--- src/rtl/addsub_flags_pkg.sv ---
package addsub_flags_pkg;

    // Condition flags held in the status register.
    typedef struct packed {
        logic n;
        logic z;
        logic c;
        logic v;
    } nzcv_t;

    // Relations decoded from the held flags.
    typedef struct packed {
        logic eq;
        logic hi;
        logic lo;
        logic ge;
        logic lt;
        logic gt;
    } rel_t;

    localparam nzcv_t NZCV_CLEAR = '{n: 1'b0, z: 1'b0, c: 1'b0, v: 1'b0};

    // Relations as a subtract-based compare reads them.
    function automatic rel_t decode_rel(input nzcv_t f);
        rel_t r;
        r.eq = f.z;
        r.hi = f.c & ~f.z;
        r.lo = ~f.c;
        r.ge = ~(f.n ^ f.v);
        r.lt = f.n ^ f.v;
        r.gt = ~(f.n ^ f.v) & ~f.z;
        return r;
    endfunction

endpackage

--- src/rtl/fa_cell.sv ---
module fa_cell (
    input  logic a,
    input  logic b,
    input  logic ci,
    output logic s,
    output logic co
);
    logic p;

    assign p  = a ^ b;
    assign s  = p ^ ci;
    assign co = (a & b) | (p & ci);
endmodule

--- src/rtl/operand_cond.sv ---
module operand_cond #(
    parameter int WIDTH = 32
) (
    input  logic [WIDTH-1:0] b_in,
    input  logic             invert,
    output logic [WIDTH-1:0] b_out
);
    // One XOR per bit: pass on add, complement on subtract.
    for (genvar i = 0; i < WIDTH; i++) begin : g_inv
        assign b_out[i] = b_in[i] ^ invert;
    end
endmodule

--- src/rtl/carry_chain.sv ---
module carry_chain #(
    parameter int WIDTH = 32
) (
    input  logic [WIDTH-1:0] x,
    input  logic [WIDTH-1:0] y,
    input  logic             cin,
    output logic [WIDTH-1:0] sum,
    output logic             c_top,
    output logic             c_into_top
);
    localparam int MSB = WIDTH - 1;

    logic [WIDTH:0] c;

    assign c[0] = cin;

    for (genvar i = 0; i < WIDTH; i++) begin : g_stage
        fa_cell u_fa (
            .a  (x[i]),
            .b  (y[i]),
            .ci (c[i]),
            .s  (sum[i]),
            .co (c[i+1])
        );
    end

    assign c_top      = c[WIDTH];
    assign c_into_top = c[MSB];
endmodule

--- src/rtl/status_reg.sv ---
module status_reg
    import addsub_flags_pkg::*;
(
    input  logic  clk,
    input  logic  rst,
    input  logic  we,
    input  nzcv_t d,
    output nzcv_t q
);
    always_ff @(posedge clk) begin
        if (rst) begin
            q <= NZCV_CLEAR;
        end else if (we) begin
            q <= d;
        end
    end
endmodule

--- src/rtl/rel_decode.sv ---
module rel_decode
    import addsub_flags_pkg::*;
(
    input  nzcv_t f,
    output rel_t  rel
);
    always_comb rel = decode_rel(f);
endmodule

--- src/rtl/addsub_flags.sv ---
module addsub_flags
    import addsub_flags_pkg::*;
#(
    parameter int WIDTH = 32
) (
    input  logic             clk,
    input  logic             rst,
    input  logic [WIDTH-1:0] op_a,
    input  logic [WIDTH-1:0] op_b,
    input  logic             sub,
    input  logic             set_flags,
    output logic [WIDTH-1:0] result,
    output logic             flag_n,
    output logic             flag_z,
    output logic             flag_c,
    output logic             flag_v,
    output logic             cmp_eq,
    output logic             cmp_hi,
    output logic             cmp_lo,
    output logic             cmp_ge,
    output logic             cmp_lt,
    output logic             cmp_gt
);
    localparam int MSB = WIDTH - 1;

    logic [WIDTH-1:0] b_eff;
    logic [WIDTH-1:0] sum;
    logic             c_top;
    logic             c_into_top;
    nzcv_t            live_f;
    nzcv_t            held_f;
    rel_t             rel;

    operand_cond #(.WIDTH(WIDTH)) u_cond (
        .b_in   (op_b),
        .invert (sub),
        .b_out  (b_eff)
    );

    carry_chain #(.WIDTH(WIDTH)) u_chain (
        .x          (op_a),
        .y          (b_eff),
        .cin        (sub),
        .sum        (sum),
        .c_top      (c_top),
        .c_into_top (c_into_top)
    );

    always_comb begin
        live_f.n = sum[MSB];
        live_f.z = ~|sum;
        live_f.c = c_top;
        live_f.v = c_top ^ c_into_top;
    end

    status_reg u_stat (
        .clk (clk),
        .rst (rst),
        .we  (set_flags),
        .d   (live_f),
        .q   (held_f)
    );

    rel_decode u_rel (
        .f   (held_f),
        .rel (rel)
    );

    assign result = sum;
    assign flag_n = held_f.n;
    assign flag_z = held_f.z;
    assign flag_c = held_f.c;
    assign flag_v = held_f.v;
    assign cmp_eq = rel.eq;
    assign cmp_hi = rel.hi;
    assign cmp_lo = rel.lo;
    assign cmp_ge = rel.ge;
    assign cmp_lt = rel.lt;
    assign cmp_gt = rel.gt;
endmodule

--- config.mk ---
export PLATFORM = sky130hd
export DESIGN_NAME = addsub_flags
export DESIGN_NICKNAME = d
export VERILOG_FILES = /design/src/rtl/addsub_flags_pkg.sv /design/src/rtl/fa_cell.sv /design/src/rtl/operand_cond.sv /design/src/rtl/carry_chain.sv /design/src/rtl/status_reg.sv /design/src/rtl/rel_decode.sv /design/src/rtl/addsub_flags.sv
export SDC_FILE = /design/constraint.sdc
export NUM_CORES = 1
export LEC_CHECK = 0
export BUFFER_PORTS_ARGS = -buffer_cell sky130_fd_sc_hd__buf_2
export CAP_MARGIN = 20
export CORE_MARGIN = 10
export CORE_UTILIZATION = 28
export CTS_CLUSTER_SIZE = 14
export DETAILED_ROUTE_END_ITERATION = 6
export PLACE_DENSITY_LB_ADDON = 0.2
export RECOVER_POWER = 25
export SKIP_LAST_GASP = 1
export SYNTH_ARGS = -nofsm -noshare
export SYNTH_HDL_FRONTEND = slang
export SYNTH_SLANG_ARGS = --single-unit
--- constraint.sdc ---
create_clock -name clk -period 40.7 [get_ports clk]
set_input_delay 8.14 -clock clk [delete_from_list [all_inputs] [get_ports clk]]
set_output_delay 8.14 -clock clk [all_outputs]
set_load 0.05 [all_outputs]
==> metrics.txt <==
Post-DRT Antenna Nets=0; Crit path max-delay family=adder cells; Peak VDD IR=0.0000197 V; CTS Hold Bufs=0; GRT Residual Overflow=0; clock root buffer=clkbuf_8; layout filler cell count=645; TritonCTS clock tree=built; met3 WL=463 um; hold path endpoint=u_stat.q[1]; most frequent CP cell=fa_1; max reg flops=4; Crit Path Class=input port to output port; unrepaired setup endpoints after global routing=no; Worst-Skew Late Latency=210 ps; number of global-route vias before repair=1594; cell count along the critical path=36; final worst-path cycle share=73.1%; Worst Path Arrival=21620 ps; worst-margin pin slew=618 ps; Slowest-stage cell, CP=fa_1; Die Y=97.1 um; Post-DP HPWL=4460 um; Worst Hold Class=flop to flop; synth unique cells=19; Max Clock Skew=0 ps; Sink Count=4; Fin. Hold Viols=0; H-tree levels=1; starting DRC count in detailed routing=16; setup tns final=0 ps; min Tclk post-route=29760 ps; Max Root-Sink Buffers=2; met2 WL=2390 um; Total GRT Usage=9.80%; Pwr per Cell Area=45.5 nW/um^2; Setup-failing EPs final=0; nature of the critical path startpoint=input port; Design Area, Final=2070 um^2; Core ar.=5850 um^2; Largest stage delay, worst path=530 ps; FMAX=33.6 MHz; share of cells above drive strength 1=39.2%; gpl congestion=0.746; worst hold start=u_stat.q[1]; routed len/inst=14.0 um; Pleak=1.12 nW; TritonRoute pass-1 iters=3; TritonCTS Buffers=3; syn avg cell area=8.63 um^2; largest cells by area after synthesis=fa_1, xnor2_1, buf_4; Seq/Total Area, Yosys=4.81%; top-area cell type share of the netlist area=37.3%; leading area contributor after synthesis=fa_1; first-pass GRT wire length=7670 um; largest net degree at the start of global routing=33; Final #Nets=369; Initial Utilization=28.5%; Area Overhead vs Synth=24.3%; number of diodes=0; die width=97.1 um; Net Count, Synth=292; Slew headroom=59.0%; Synth Instances=193; Synth Register Bits=4; largest register by flop count=u_stat.q; I/O Buffers=109; top layer in use=met4; Top Ports=110; r2r setup slk=40030 ps; antenna violations before repair=0; outcome=finished, final reports clean; FF-to-FF path depth=2; WP data required=32560 ps; Area after DPL=2040 um^2; Reg clk slew, reported paths=30 ps; die area=9430 um^2; post-CTS sizing=0; vias=1333; R2R Path Start=u_stat.q[0]; Slew Viols, Final=0; final wirelength=4790 um; synthesized area=1670 um^2; Post-CTS Setup Inserts=0; Via density=3.89; r2r endpoint=u_stat.q[0]; biggest regs=u_stat.q (4); Total Power=0.0000941 W; Metal-1 WL=1930 um; Max-Cap Viols=0; CP max FO=32; Synth Warn #=0; hold path depth=2; row count=28; residual DRC count=0; Critical path buffers and inverters=4; endpoint class of the critical path=output port
logic make-up (layout without fill, tap and decap cells):
group	after synthesis	after routing	synth area share (%)
simple gates	17	17	6.61
fa+ha+maj	31	31	37.3
flops	4	4	4.81
xor+xnor	34	34	17.9
compound gates	4	4	2.10
mux	1	1	0.601
buf+inv	102	177	30.7
Yosys cell counts:
master,number
a211oi_1,3
buf_2,3
buf_4,33
clkbuf_1,2
clkinvlp_2,1
dfxtp_1,4
fa_1,31
inv_1,63
mux2i_1,1
nand2b_1,1
nand3_1,1
nand4_1,5
nand4_4,1
nor2_1,5
nor4_1,2
o22ai_2,1
or4_1,2
xnor2_1,32
xor2_1,2
power by group:
part	leakage, nW	switching, W	internal, W	total, W
sequential	0.0330	0.000000265	0.00000429	0.00000455
clock	0.0216	0.00000179	0.00000628	0.00000807
combinational	1.07	0.0000602	0.0000213	0.0000815
layout by cell type (no fill, tap or decap):
master	n
mux2i_1	1
xnor2_1	32
or4_1	2
inv_1	63
xor2_1	2
clkbuf_8	3
o22ai_2	1
clkinvlp_2	1
nand4_4	1
buf_4	1
fa_1	31
buf_2	98
nand4_1	5
nand3_1	1
nor2_1	5
nand2b_1	1
a211oi_1	3
dfxtp_1	4
clkbuf_1	11
nor4_1	2
routing by layer:
metal / GRT usage (%) / vias to the layer above
met5: 0 / -
met4: 1.70 / 0
met3: 4.13 / 2
met2: 17.3 / 57
met1: 10.8 / 615
li1: - / 659
worst max path at each step:
stage                     start         end  slack, ps
after floorplan             sub  result[31]      11540
after global placement      sub  result[31]      10980
after detailed placement    sub  result[31]      10920
after CTS                   sub  result[31]      10850
after global routing        sub  result[31]      10530
final                       sub  result[31]      10940
through the flow:
step                      setup slack (ps)  util (%)  cells  hold WS [ps]
after floorplan                      11540         -    193           704
after global placement               10980      34.9    340           485
after detailed placement             10920      34.9    340           485
after CTS                            10850      35.6    343           489
after global routing                 10530      35.4    343           505
final                                10940      35.4    343           497
worst min-delay path: cells and delay by family (launching register included):
family | cells | cell delay [ps]
flops | 1 | 310
simple gates | 1 | 90
compound gates | 1 | 50
final cells by class:
cell class	instances	area, um^2	area share, %
timing repair buffer	110	539	26.1
clock buffer	3	41.3	2.00
inverter	64	241	11.7
sequential	4	80.1	3.87
tap	75	93.8	4.53
multi-input combinational	87	1070	51.9
(Power assumes the default switching activity.)
